--- src/rtl/clkcfg_pkg.sv ---
package clkcfg_pkg;

    // Register window offsets (bytes)
    localparam int unsigned OFS_CTL  = 32'h40;
    localparam int unsigned OFS_CMD  = 32'h70;
    localparam int unsigned OFS_STAT = 32'h74;

    // Host data path width
    localparam int unsigned HOST_DW = 32;

    // Command word layout
    localparam int unsigned CMD_SEL_BIT  = 29;
    localparam int unsigned CMD_RD_BIT   = 28;
    localparam int unsigned CMD_ADDR_LSB = 16;

    // Status word layout
    localparam int unsigned STAT_BUSY_BIT = 16;

    // Control register width
    localparam int unsigned CTL_W = 2;

    typedef enum logic {
        SQ_IDLE = 1'b0,
        SQ_WAIT = 1'b1
    } seq_st_e;

    typedef struct packed {
        logic                 bvalid;
        logic                 rvalid;
        logic [HOST_DW-1:0]   rdata;
    } axil_st_t;

endpackage

--- src/rtl/clkcfg_axil.sv ---
module clkcfg_axil
    import clkcfg_pkg::*;
#(
    parameter int unsigned AXI_AW = 8
) (
    input  logic                 clk,
    input  logic                 rst_n,
    input  logic [AXI_AW-1:0]    s_awaddr,
    input  logic                 s_awvalid,
    output logic                 s_awready,
    input  logic [HOST_DW-1:0]   s_wdata,
    input  logic                 s_wvalid,
    output logic                 s_wready,
    output logic [1:0]           s_bresp,
    output logic                 s_bvalid,
    input  logic                 s_bready,
    input  logic [AXI_AW-1:0]    s_araddr,
    input  logic                 s_arvalid,
    output logic                 s_arready,
    output logic [HOST_DW-1:0]   s_rdata,
    output logic [1:0]           s_rresp,
    output logic                 s_rvalid,
    input  logic                 s_rready,
    output logic                 wr_fire_o,
    output logic [AXI_AW-1:0]    wr_addr_o,
    output logic [HOST_DW-1:0]   wr_data_o,
    output logic [AXI_AW-1:0]    rd_addr_o,
    input  logic [HOST_DW-1:0]   rd_data_i
);

    axil_st_t st_q, st_d;
    logic     rd_fire;

    // Address and data are taken together; one write outstanding at most.
    assign s_awready = s_wvalid  & ~st_q.bvalid;
    assign s_wready  = s_awvalid & ~st_q.bvalid;
    assign wr_fire_o = s_awvalid & s_wvalid & ~st_q.bvalid;
    assign s_arready = ~st_q.rvalid;
    assign rd_fire   = s_arvalid & ~st_q.rvalid;

    assign wr_addr_o = s_awaddr;
    assign wr_data_o = s_wdata;
    assign rd_addr_o = s_araddr;

    assign s_bvalid = st_q.bvalid;
    assign s_rvalid = st_q.rvalid;
    assign s_rdata  = st_q.rdata;
    assign s_bresp  = 2'b00;
    assign s_rresp  = 2'b00;

    always_comb begin
        st_d = st_q;
        if (wr_fire_o) begin
            st_d.bvalid = 1'b1;
        end else if (s_bready) begin
            st_d.bvalid = 1'b0;
        end
        if (rd_fire) begin
            st_d.rvalid = 1'b1;
            st_d.rdata  = rd_data_i;
        end else if (s_rready) begin
            st_d.rvalid = 1'b0;
        end
    end

    always_ff @(posedge clk or negedge rst_n) begin
        if (!rst_n) begin
            st_q <= '0;
        end else begin
            st_q <= st_d;
        end
    end

endmodule

--- src/rtl/clkcfg_regs.sv ---
module clkcfg_regs
    import clkcfg_pkg::*;
#(
    parameter int unsigned AXI_AW = 8,
    parameter int unsigned DRP_AW = 7,
    parameter int unsigned DRP_DW = 16
) (
    input  logic                 clk,
    input  logic                 rst_n,
    input  logic                 wr_fire_i,
    input  logic [AXI_AW-1:0]    wr_addr_i,
    input  logic [HOST_DW-1:0]   wr_data_i,
    input  logic [AXI_AW-1:0]    rd_addr_i,
    output logic [HOST_DW-1:0]   rd_data_o,
    input  logic                 busy_i,
    input  logic [DRP_DW-1:0]    cap_i,
    output logic [CTL_W-1:0]     ctl_o,
    output logic                 start_o,
    output logic                 cmd_rd_o,
    output logic [DRP_AW-1:0]    cmd_addr_o,
    output logic [DRP_DW-1:0]    cmd_wdata_o
);

    typedef struct packed {
        logic [CTL_W-1:0]  ctl;
        logic              sel;
        logic              rd;
        logic [DRP_AW-1:0] addr;
        logic [DRP_DW-1:0] data;
    } regs_t;

    localparam logic [AXI_AW-1:0] A_CTL  = AXI_AW'(OFS_CTL);
    localparam logic [AXI_AW-1:0] A_CMD  = AXI_AW'(OFS_CMD);
    localparam logic [AXI_AW-1:0] A_STAT = AXI_AW'(OFS_STAT);

    regs_t q, d;
    logic  hit_ctl, hit_cmd, take_cmd;
    logic  unused_bits;

    assign hit_ctl  = wr_fire_i && (wr_addr_i == A_CTL);
    assign hit_cmd  = wr_fire_i && (wr_addr_i == A_CMD);
    assign take_cmd = hit_cmd && !busy_i;

    assign cmd_rd_o    = wr_data_i[CMD_RD_BIT];
    assign cmd_addr_o  = wr_data_i[CMD_ADDR_LSB +: DRP_AW];
    assign cmd_wdata_o = wr_data_i[DRP_DW-1:0];
    assign ctl_o       = q.ctl;
    assign unused_bits = ^wr_data_i;

    always_comb begin
        d       = q;
        start_o = 1'b0;
        if (hit_ctl) begin
            d.ctl = wr_data_i[CTL_W-1:0];
        end
        if (take_cmd) begin
            d.sel   = wr_data_i[CMD_SEL_BIT];
            d.rd    = wr_data_i[CMD_RD_BIT];
            d.addr  = wr_data_i[CMD_ADDR_LSB +: DRP_AW];
            d.data  = wr_data_i[DRP_DW-1:0];
            start_o = wr_data_i[CMD_SEL_BIT];
        end
    end

    always_comb begin
        rd_data_o = '0;
        case (rd_addr_i)
            A_CTL: begin
                rd_data_o[CTL_W-1:0] = q.ctl;
            end
            A_CMD: begin
                rd_data_o[CMD_SEL_BIT]                = q.sel;
                rd_data_o[CMD_RD_BIT]                 = q.rd;
                rd_data_o[CMD_ADDR_LSB +: DRP_AW]     = q.addr;
                rd_data_o[DRP_DW-1:0]                 = q.data;
            end
            A_STAT: begin
                rd_data_o[STAT_BUSY_BIT] = busy_i;
                rd_data_o[DRP_DW-1:0]    = cap_i;
            end
            default: begin
                rd_data_o = '0;
            end
        endcase
    end

    always_ff @(posedge clk or negedge rst_n) begin
        if (!rst_n) begin
            q <= '0;
        end else begin
            q <= d;
        end
    end

endmodule

--- src/rtl/clkcfg_drp_seq.sv ---
module clkcfg_drp_seq
    import clkcfg_pkg::*;
#(
    parameter int unsigned DRP_AW = 7,
    parameter int unsigned DRP_DW = 16
) (
    input  logic               clk,
    input  logic               rst_n,
    input  logic               start_i,
    input  logic               rd_i,
    input  logic [DRP_AW-1:0]  addr_i,
    input  logic [DRP_DW-1:0]  wdata_i,
    output logic               busy_o,
    output logic [DRP_DW-1:0]  cap_o,
    output logic               drp_en_o,
    output logic               drp_we_o,
    output logic [DRP_AW-1:0]  drp_addr_o,
    output logic [DRP_DW-1:0]  drp_wdata_o,
    input  logic [DRP_DW-1:0]  drp_rdata_i,
    input  logic               drp_rdy_i
);

    typedef struct packed {
        seq_st_e           st;
        logic              en;
        logic              we;
        logic              rd;
        logic [DRP_AW-1:0] addr;
        logic [DRP_DW-1:0] wdata;
        logic [DRP_DW-1:0] cap;
    } seq_t;

    seq_t q, d;

    always_comb begin
        d    = q;
        d.en = 1'b0;
        d.we = 1'b0;
        case (q.st)
            SQ_IDLE: begin
                if (start_i) begin
                    d.st    = SQ_WAIT;
                    d.en    = 1'b1;
                    d.we    = !rd_i;
                    d.rd    = rd_i;
                    d.addr  = addr_i;
                    d.wdata = wdata_i;
                end
            end
            SQ_WAIT: begin
                if (drp_rdy_i) begin
                    d.st = SQ_IDLE;
                    if (q.rd) begin
                        d.cap = drp_rdata_i;
                    end
                end
            end
            default: begin
                d.st = SQ_IDLE;
            end
        endcase
    end

    always_ff @(posedge clk or negedge rst_n) begin
        if (!rst_n) begin
            q <= '0;
        end else begin
            q <= d;
        end
    end

    assign busy_o      = (q.st == SQ_WAIT);
    assign cap_o       = q.cap;
    assign drp_en_o    = q.en;
    assign drp_we_o    = q.we;
    assign drp_addr_o  = q.addr;
    assign drp_wdata_o = q.wdata;

endmodule

--- src/rtl/clkcfg_bridge.sv ---
module clkcfg_bridge
    import clkcfg_pkg::*;
#(
    parameter int unsigned AXI_AW = 8,
    parameter int unsigned DRP_AW = 7,
    parameter int unsigned DRP_DW = 16
) (
    input  logic               clk,
    input  logic               rst_n,
    input  logic [AXI_AW-1:0]  s_awaddr,
    input  logic               s_awvalid,
    output logic               s_awready,
    input  logic [31:0]        s_wdata,
    input  logic               s_wvalid,
    output logic               s_wready,
    output logic [1:0]         s_bresp,
    output logic               s_bvalid,
    input  logic               s_bready,
    input  logic [AXI_AW-1:0]  s_araddr,
    input  logic               s_arvalid,
    output logic               s_arready,
    output logic [31:0]        s_rdata,
    output logic [1:0]         s_rresp,
    output logic               s_rvalid,
    input  logic               s_rready,
    output logic               gen_release_o,
    output logic               synth_en_o,
    output logic               drp_en_o,
    output logic               drp_we_o,
    output logic [DRP_AW-1:0]  drp_addr_o,
    output logic [DRP_DW-1:0]  drp_wdata_o,
    input  logic [DRP_DW-1:0]  drp_rdata_i,
    input  logic               drp_rdy_i
);

    logic                wr_fire;
    logic [AXI_AW-1:0]   wr_addr;
    logic [HOST_DW-1:0]  wr_data;
    logic [AXI_AW-1:0]   rd_addr;
    logic [HOST_DW-1:0]  rd_data;
    logic [CTL_W-1:0]    ctl;
    logic                seq_start;
    logic                seq_rd;
    logic [DRP_AW-1:0]   seq_addr;
    logic [DRP_DW-1:0]   seq_wdata;
    logic                seq_busy;
    logic [DRP_DW-1:0]   seq_cap;

    clkcfg_axil #(.AXI_AW(AXI_AW)) u_axil (
        .clk       (clk),
        .rst_n     (rst_n),
        .s_awaddr  (s_awaddr),
        .s_awvalid (s_awvalid),
        .s_awready (s_awready),
        .s_wdata   (s_wdata),
        .s_wvalid  (s_wvalid),
        .s_wready  (s_wready),
        .s_bresp   (s_bresp),
        .s_bvalid  (s_bvalid),
        .s_bready  (s_bready),
        .s_araddr  (s_araddr),
        .s_arvalid (s_arvalid),
        .s_arready (s_arready),
        .s_rdata   (s_rdata),
        .s_rresp   (s_rresp),
        .s_rvalid  (s_rvalid),
        .s_rready  (s_rready),
        .wr_fire_o (wr_fire),
        .wr_addr_o (wr_addr),
        .wr_data_o (wr_data),
        .rd_addr_o (rd_addr),
        .rd_data_i (rd_data)
    );

    clkcfg_regs #(.AXI_AW(AXI_AW), .DRP_AW(DRP_AW), .DRP_DW(DRP_DW)) u_regs (
        .clk         (clk),
        .rst_n       (rst_n),
        .wr_fire_i   (wr_fire),
        .wr_addr_i   (wr_addr),
        .wr_data_i   (wr_data),
        .rd_addr_i   (rd_addr),
        .rd_data_o   (rd_data),
        .busy_i      (seq_busy),
        .cap_i       (seq_cap),
        .ctl_o       (ctl),
        .start_o     (seq_start),
        .cmd_rd_o    (seq_rd),
        .cmd_addr_o  (seq_addr),
        .cmd_wdata_o (seq_wdata)
    );

    clkcfg_drp_seq #(.DRP_AW(DRP_AW), .DRP_DW(DRP_DW)) u_seq (
        .clk         (clk),
        .rst_n       (rst_n),
        .start_i     (seq_start),
        .rd_i        (seq_rd),
        .addr_i      (seq_addr),
        .wdata_i     (seq_wdata),
        .busy_o      (seq_busy),
        .cap_o       (seq_cap),
        .drp_en_o    (drp_en_o),
        .drp_we_o    (drp_we_o),
        .drp_addr_o  (drp_addr_o),
        .drp_wdata_o (drp_wdata_o),
        .drp_rdata_i (drp_rdata_i),
        .drp_rdy_i   (drp_rdy_i)
    );

    assign gen_release_o = ctl[0];
    assign synth_en_o    = ctl[1];

endmodule

--- config.mk ---
export PLATFORM = sky130hd
export DESIGN_NAME = clkcfg_bridge
export DESIGN_NICKNAME = d
export VERILOG_FILES = /design/src/rtl/clkcfg_pkg.sv /design/src/rtl/clkcfg_axil.sv /design/src/rtl/clkcfg_regs.sv /design/src/rtl/clkcfg_drp_seq.sv /design/src/rtl/clkcfg_bridge.sv
export SDC_FILE = /design/constraint.sdc
export NUM_CORES = 1
export LEC_CHECK = 0
export BUFFER_PORTS_ARGS = -buffer_cell sky130_fd_sc_hd__clkbuf_2
export CORE_ASPECT_RATIO = 0.7
export CORE_UTILIZATION = 50
export CTS_CLUSTER_DIAMETER = 150
export CTS_CLUSTER_SIZE = 16
export DETAILED_ROUTE_END_ITERATION = 8
export PLACE_DENSITY = 0.88
export SLEW_MARGIN = 20
export SYNTH_ARGS = -nofsm -noshare
export SYNTH_HDL_FRONTEND = slang
export SYNTH_SLANG_ARGS = --single-unit
--- constraint.sdc ---
create_clock -name clk -period 2.3 [get_ports clk]
set_input_delay 0 -clock clk [delete_from_list [all_inputs] [get_ports clk]]
set_output_delay 0 -clock clk [all_outputs]
set_load 0.02 [all_outputs]
# ---- Word-level counts from Yosys, hierarchy flattened
# Cells that the tools add are included.
dict set report totals {
  ff_bits 97
  latchBits 0
  ram_bits 0
  rom_bits 0
  input_bits 72
  out_inout_bits 68
  elab_cells 50
  memories 0
}
dict set report classes {
  addsub 0
  multipliers 0
  n_div 0
  magnitude_cmp 0
  eq_ne 5
  n_shift 0
  muxes 13
  bitwise 8
  n_reduce_logical 9
}
# operator count
set op_table {}
lappend op_table {{equality test 8 x 7 -> 1 bit, second input constant} 5}
lappend op_table {{case mux 15 bit (2 select lines)} 1}
lappend op_table {{2-to-1 mux 27 bit} 1}
lappend op_table {{2-to-1 mux 26 bit} 1}
lappend op_table {{2-to-1 mux 1 bit} 6}
lappend op_table {{2-to-1 mux 6 bit} 1}
lappend op_table {{case mux 2 bit (3 select lines)} 1}
lappend op_table {{AND 1 bit} 5}
lappend op_table {{nonzero test 2 bit} 2}
lappend op_table {{logical AND 1 bit} 3}
lappend op_table {{NOT 1 bit} 3}
lappend op_table {{AND reduction 3 bit} 1}
lappend op_table {{zero test 1 bit} 2}
lappend op_table {{2-to-1 mux 2 bit} 1}
lappend op_table {{case mux 1 bit (2 select lines)} 1}
lappend op_table {{AND reduction 2 bit} 1}

# ---- Logic depth before layout (Yosys ltp)
# Gate-level depths: netlist of run 1.
dict set report depth {
  depth_word 7
  ltp_mapped 5
  mapped_depth_nobuf 4
}

# ---- Hierarchy
# A second synthesis of run 1 with hierarchy kept.
dict set report hier_totals {
  hier_cells 414
  area_unflattened_um2 5530.3
}
# module instances cells_per_inst area_per_inst_um2 seq_area_each_um2
set by_module_without_submodules {}
lappend by_module_without_submodules {clkcfg_drp_seq 1 131 1961.9 1076.0}
lappend by_module_without_submodules {clkcfg_axil 1 131 1809.2 850.8}
lappend by_module_without_submodules {clkcfg_regs 1 152 1759.2 675.6}

# ---- Worst setup path after synthesis of run 1
# No wires, ideal clock.
dict set report synth_path {
  path_type {register to register}
  from {register u_axil.st_q, in the netlist u_axil.s_bvalid}
  to {register u_regs.q[10] (netlist name)}
  setup_ns 0.125
  arrival_time_ns 1.869
  required_time_ns 2.175
  setup_slack_ns 0.306
  stages_incl_launch_ff 5
  path_buffers 1
  synth_period_minus_slack_ns 1.994
  cell_sequence {dfrtp_1 > nand3b_1 > nor4_4 > buf_2 > mux2_2}
}
dict set report synth_via {
  elab_chain_cells 4
}
# element line_no
set synth_rtl {}
lappend synth_rtl {{start: declaration} clkcfg_axil.sv:31} ;# axil_st_t st_q, st_d;
lappend synth_rtl {{start signal: assignment} clkcfg_axil.sv:70} ;# st_q <= st_d;
lappend synth_rtl {{NOT 1 bit} clkcfg_axil.sv:37} ;# assign wr_fire_o = s_awvalid & s_wvalid & ~st_q.bvalid;
lappend synth_rtl {{AND 1 bit} clkcfg_axil.sv:37}
lappend synth_rtl {{logical AND 1 bit} clkcfg_regs.sv:41} ;# assign hit_cmd = wr_fire_i && (wr_addr_i == A_CMD);
lappend synth_rtl {{logical AND 1 bit} clkcfg_regs.sv:42} ;# assign take_cmd = hit_cmd && !busy_i;
lappend synth_rtl {{end signal: assignment} clkcfg_regs.sv:89} ;# q <= '0;
lappend synth_rtl {{end signal: assignment} clkcfg_regs.sv:91} ;# q <= d;
lappend synth_rtl {{end: declaration} clkcfg_regs.sv:36} ;# regs_t q, d;
# Every way passes these cells.
# A chain may end at the register's enable or synchronous reset.

==> results of run 1 <==
layout by cell type, fill, tap and decap left out, drive strengths merged:
master and count:
buf 9, dfrtp 97, bufinv 1, dlygate4sd3 49, nor2 33, nor3 3, nand3 10, clkinv 3
a21oi 1, or4b 2, nand2 19, clkinvlp 1, and2 1, nor4 2, nor2b 3, or3 3
clkbuf 130, inv 6, o22ai 1, o21ai 4, or2 1, nand3b 2, a22oi 1, nand4 1
mux2 66, a32o 2, conb 11, a221oi 15, a22o 2
routing by layer:
layer | share of wire [%] | wire length [um] | vias to the layer above | GRT usage (%)
met5 | 0 | 0 | - | 0
met4 | 1.3 | 119 | 0 | 7.867
met3 | 6.4 | 600 | 13 | 5.938
li1 | - | - | 1388 | -
met1 | 40 | 3813 | 1511 | 27.79
met2 | 52 | 4906 | 126 | 42.48
flip-flops by register name, indices dropped and copies added (netlist names):
register,cells
u_seq.drp_we_o,1
u_seq.drp_en_o,1
u_axil.s_rdata,25
u_regs.ctl_o,2
u_axil.s_rvalid,1
u_axil.s_bvalid,1
u_seq.busy_o,1
u_seq.q,1
u_seq.drp_wdata_o,16
u_seq.drp_addr_o,7
u_seq.cap_o,16
u_regs.q,25
layout make-up:
class	instances	area [um^2]
Clock buffer	10	239.0
Multi-Input combinational cell	183	1405
Inverter	5	18.77
Clock inverter	6	65.06
Timing Repair Buffer	178	1184
Fill cell	582	2474
Tap cell	101	126.4
Sequential cell	97	2427
worst max-delay path, delay by kind of cell (launching register included):
kind	cells	cell delay, ns
AND/OR/NAND/NOR	3	0.93
flip-flops	1	0.41
buffers and inverters	1	0.59
path summary, 6_finish.rpt:
check | start | end | depth (start not counted)
worst max register to register | u_axil.s_bvalid$_DFFE_PN0P_ | u_seq.drp_we_o$_DFF_PN0_ | 4
worst min register to register | u_axil.s_rdata[21]$_DFFE_PN0P_ | u_axil.s_rdata[21]$_DFFE_PN0P_ | 2
max in group asynchronous | rst_n | u_axil.s_rdata[0]$_DFFE_PN0P_ | 3
worst min-delay path | s_awvalid | u_axil.s_bvalid$_DFFE_PN0P_ | 3
min in group asynchronous | rst_n | u_axil.s_rdata[11]$_DFFE_PN0P_ | 2
worst max-delay path | u_axil.s_bvalid$_DFFE_PN0P_ | u_seq.drp_we_o$_DFF_PN0_ | 4
power by group:
part / switching, W / internal [W] / leakage (nW)
Combinational: 0.000298 / 0.000204 / 1.46
Clock: 0.000634 / 0.000874 / 0.149
Sequential: 0.0000492 / 0.00178 / 1.32
through the flow:
step           power (W)  setup slack [ns]  instances  cell area, um^2
2_1_floorplan   0.002091            0.3060        331             4161
6_report        0.003839            0.3090        580             5465
4_1_cts         0.003871            0.3769        580             5465
3_3_place_gp    0.002274            0.4283        515             4671
5_1_grt         0.003987            0.1780        580             5465
3_5_place_dp    0.002294            0.3775        515             4671
kinds of logic after synthesis:
group,Yosys count,share of synthesized area (%)
compound gates,26,5.037
buf+inv,51,8.252
flops,97,58.86
mux,66,18.02
other cells,1,0.09093
simple gates,80,9.739
==> results.toml, run 1 <==
[timing]
period_share_pct = 86.56
tightest_slew_ns = 0.6108
setup_tns_ns = 0
fin_hold_ws_ns = 0.05708
setup_viol = 0
slew_headroom_pct = 59.28
fmax_mhz = 502.3
skew_ns = 0.009621
final_hold_viol_count = 0
min_period_ns = 1.991
rsz0062_at_grt = "no"
slew_violations = 0

[drt]
num_vias = 3038
drtIter0Drc = 113
drt-total-wl_um = 9439
wl_per_cell_um = 16.27
routed_via_density = 5.238
postRouteAntennaNets = 0
drc_errors = 0
dr.pass1.iters = 4

[pwr]
p_per_area_nw_per_um2 = 702.4
p_leak_nw = 2.930
vdd_drop_max_v = 0.0006704

[synth]
synthCells = 321
synthArstFlopShare_pct = 100.0
synth-main-ff-cell = "dfrtp_1"
synth_area_um2 = 4124
syn_area_per_cell_um2 = 12.85
synth_top_area_share_pct = 58.86
yosysMostFrequentCell = "dfrtp_1"
yosysSeqAreaShare_pct = 58.86
synthTopCellsByCount = "97 x dfrtp_1, 48 x mux2_2, 34 x buf_4"
yosysUniqueCellTypes = 32
synth-seq-cells = 97
yosys_warnings = 0
synth_area_leaders = "dfrtp_1 59%, mux2_2 13%, buf_4 6.2%"
yosys.area.top_type = "dfrtp_1"
synth-edff-count = 0

[setup_path]
required_ns = 2.58
path_cells = "nand3b_1 -> or3_1 -> nor3_1 -> dlygate4sd3_1"
cp_max_fo = 5
cp_slowest_cell = "dlygate4sd3_1"
reg2reg_setup_slack_ns = 0.31
worst_ep_arrival_time_ns = 2.27
cp-start-kind = "register"
worst_setup_path_end_kind = "register"
path_class = "reg2reg"
cpPeakStageDelay_ns = 0.59

[die]
start_util_pct = 51.95
fp.dieW_um = 110.6
dieArea_um2 = 8621
ios = 140
die_h_um = 77.99
placementRows = 27
coreArea_um2 = 7939

[min_path]
hp-class = "in2reg"

[clock_tree]
cts_tree = "yes"
clk_path_buf_depth = 2
cts_buffers = 9
cts-resized-gates = 0
clk_pin_slew_ns = 0.06
clock_latency_ns = 0.34
postCtsSetupRepairBufs = 0
hold_buffers = 49
cts_htree_levels = 3
cts-root-buf = "clkbuf_16"
clock-sinks = 97

[grt]
grt_max_degree = 52
overflow = 0
grt_pass1_vias = 3171
grt_usage_pct = 23.63
grt_pass1_wl_um = 15580
antenna_found_initial = 0

[cells_and_area]
num-nets-final = 546
area_delta_synth_final_pct = 32.52
drive_above_1_share_pct = 41.96
diodes = 0
final_util_pct = 68.84

[placed_design]
post-dp-hpwl_um = 6078
gp_congestion = 0.7710
port_buffers = 121

[run]
drv_cap = 0

[status]
outcome = "finished, final reports clean"
(Power assumes the default switching activity.)
==> run 2, diff against run 1 <==
Settings changed: CORE_MARGIN set to 4.
==> run 2 against run 1 <==
Against the previous run:
- power shrank 0.53%
- critical path type unchanged
- clock power is essentially flat
- largest cell class unchanged
- setup slack gained 0.0099 ns
- design area shrank 0.23%
- critical endpoint is now u_regs.q[1]$_DFFE_PN0P_
==> results.toml, run 2 (same netlist as run 1, synthesis figures left out) <==
[status]
outcome = "finished, final reports clean"

[setup_path]
cp_max_fo = 25
worst_setup_path_end_kind = "register"
required_ns = 2.52
worst_ep_arrival_time_ns = 2.20
cp-start-kind = "register"
path_class = "reg2reg"

[cells_and_area]
multi_input_area_um2 = 1405
regArea_um2 = 2427
diodes = 0
num-nets-final = 547
final_util_pct = 68.68
fill_cells = 557
area_delta_synth_final_pct = 32.22
final_cell_mix = "120 x clkbuf_2, 97 x dfrtp_1, 48 x mux2_2, 48 x dlygate4sd3_1, 33 x nor2_1"
final_common_cell = "clkbuf_2"
drive_above_1_share_pct = 41.88

[timing]
final_hold_viol_count = 0
setup_viol = 0
rsz0062_at_grt = "no"
setup_tns_ns = 0
min_period_ns = 1.981
slew_violations = 0
slew_headroom_pct = 57.63
period_share_pct = 86.14
tightest_slew_ns = 0.6355
skew_ns = 0.005884
fmax_mhz = 504.8

[clock_tree]
cts-root-buf = "clkbuf_16"
cts_htree_levels = 3
cts-resized-gates = 0
cts_buffers = 9
clock_latency_ns = 0.34
cts_tree = "yes"
clock-sinks = 97
clk_pin_slew_ns = 0.06
clk_path_buf_depth = 2

[drt]
dr.pass1.iters = 4
wl_per_cell_um = 16.64
drt-total-wl_um = 9666
drc_errors = 0
drtIter0Drc = 129
postRouteAntennaNets = 0
routed_via_density = 5.212
num_vias = 3028

[die]
ios = 140
die_h_um = 83.99
coreArea_um2 = 7939
start_util_pct = 51.95
dieArea_um2 = 9788
fp.dieW_um = 116.6
placementRows = 27

[grt]
antenna_found_initial = 0
grt_max_degree = 50
grt_pass1_wl_um = 15850
overflow = 0
grt_usage_pct = 20.94
grt_pass1_vias = 3254

[placed_design]
post-dp-hpwl_um = 6596
port_buffers = 121
gp_congestion = 0.8007

[pwr]
vdd_drop_max_v = 0.0006337
p_leak_nw = 2.928
p_per_area_nw_per_um2 = 700.4

[run]
drv_cap = 0

[min_path]
hp-class = "in2reg"
## run 2: power by group
group	switching [W]	internal, W
clock	0.000617	0.000875
combinational	0.000294	0.000203
sequential	0.0000491	0.00178
total	0.000960	0.00286
## run 2: area by class of cell
cell class              instances  area share, %
flip-flops and latches         97          44.52
multi-input cells             183          25.77
repair buffers                179          21.57
clock buffers                  12          4.520
well taps                     101          2.318
clock inverters                 4         0.9637
inverters                       5         0.3442
## run 2: per-stage QoR
step	power [W]	cell area, um^2	hold WS (ns)	setup WS, ns	cells
global route	0.003995	5453	0.07646	0.2543	581
finish	0.003819	5453	0.06435	0.3189	581
detailed placement	0.002295	4673	0.06204	0.3368	517
global placement	0.002276	4673	0.04457	0.4070	517
CTS	0.003860	5453	0.05635	0.3210	581
floorplan	0.002091	4161	-0.2956	0.3060	331
## run 2: path summary, 6_finish.rpt
path                                                 from                                to  slack [ns]  cells past startpoint
setup reg to reg              u_axil.s_bvalid$_DFFE_PN0P_           u_regs.q[1]$_DFFE_PN0P_        0.32                      4
min in group asynchronous                           rst_n  u_seq.drp_wdata_o[7]$_DFFE_PN0P_        0.21                      2
max in group asynchronous                           rst_n           u_regs.q[6]$_DFFE_PN0P_        1.40                      3
setup / recovery              u_axil.s_bvalid$_DFFE_PN0P_           u_regs.q[1]$_DFFE_PN0P_        0.32                      4
hold / removal                                  s_awvalid       u_axil.s_bvalid$_DFFE_PN0P_        0.06                      3
hold reg to reg            u_axil.s_rdata[28]$_DFFE_PN0P_    u_axil.s_rdata[28]$_DFFE_PN0P_        0.48                      2
## run 2: metal layers
metal  global-route usage [%]  vias up  wire (um)
met5                        0        -          0
met4                    5.417        0        127
met3                    6.594       14        729
met2                    35.10      105       4842
met1                    26.24     1523       3966
li1                         -     1386          -
## run 2: critical path, stage by stage, from the launching register on
cell and delay [ns]:
dfrtp_1 0.42, nand3b_1 0.25, nor4_4 0.38, buf_4 0.42
mux2_2 0.39
## run 2: what timing repair did
action | CTS | global route
endpoints found under the hold margin | 119 | 0
setup buffers | 0 | 0
hold buffers | 48 | 0
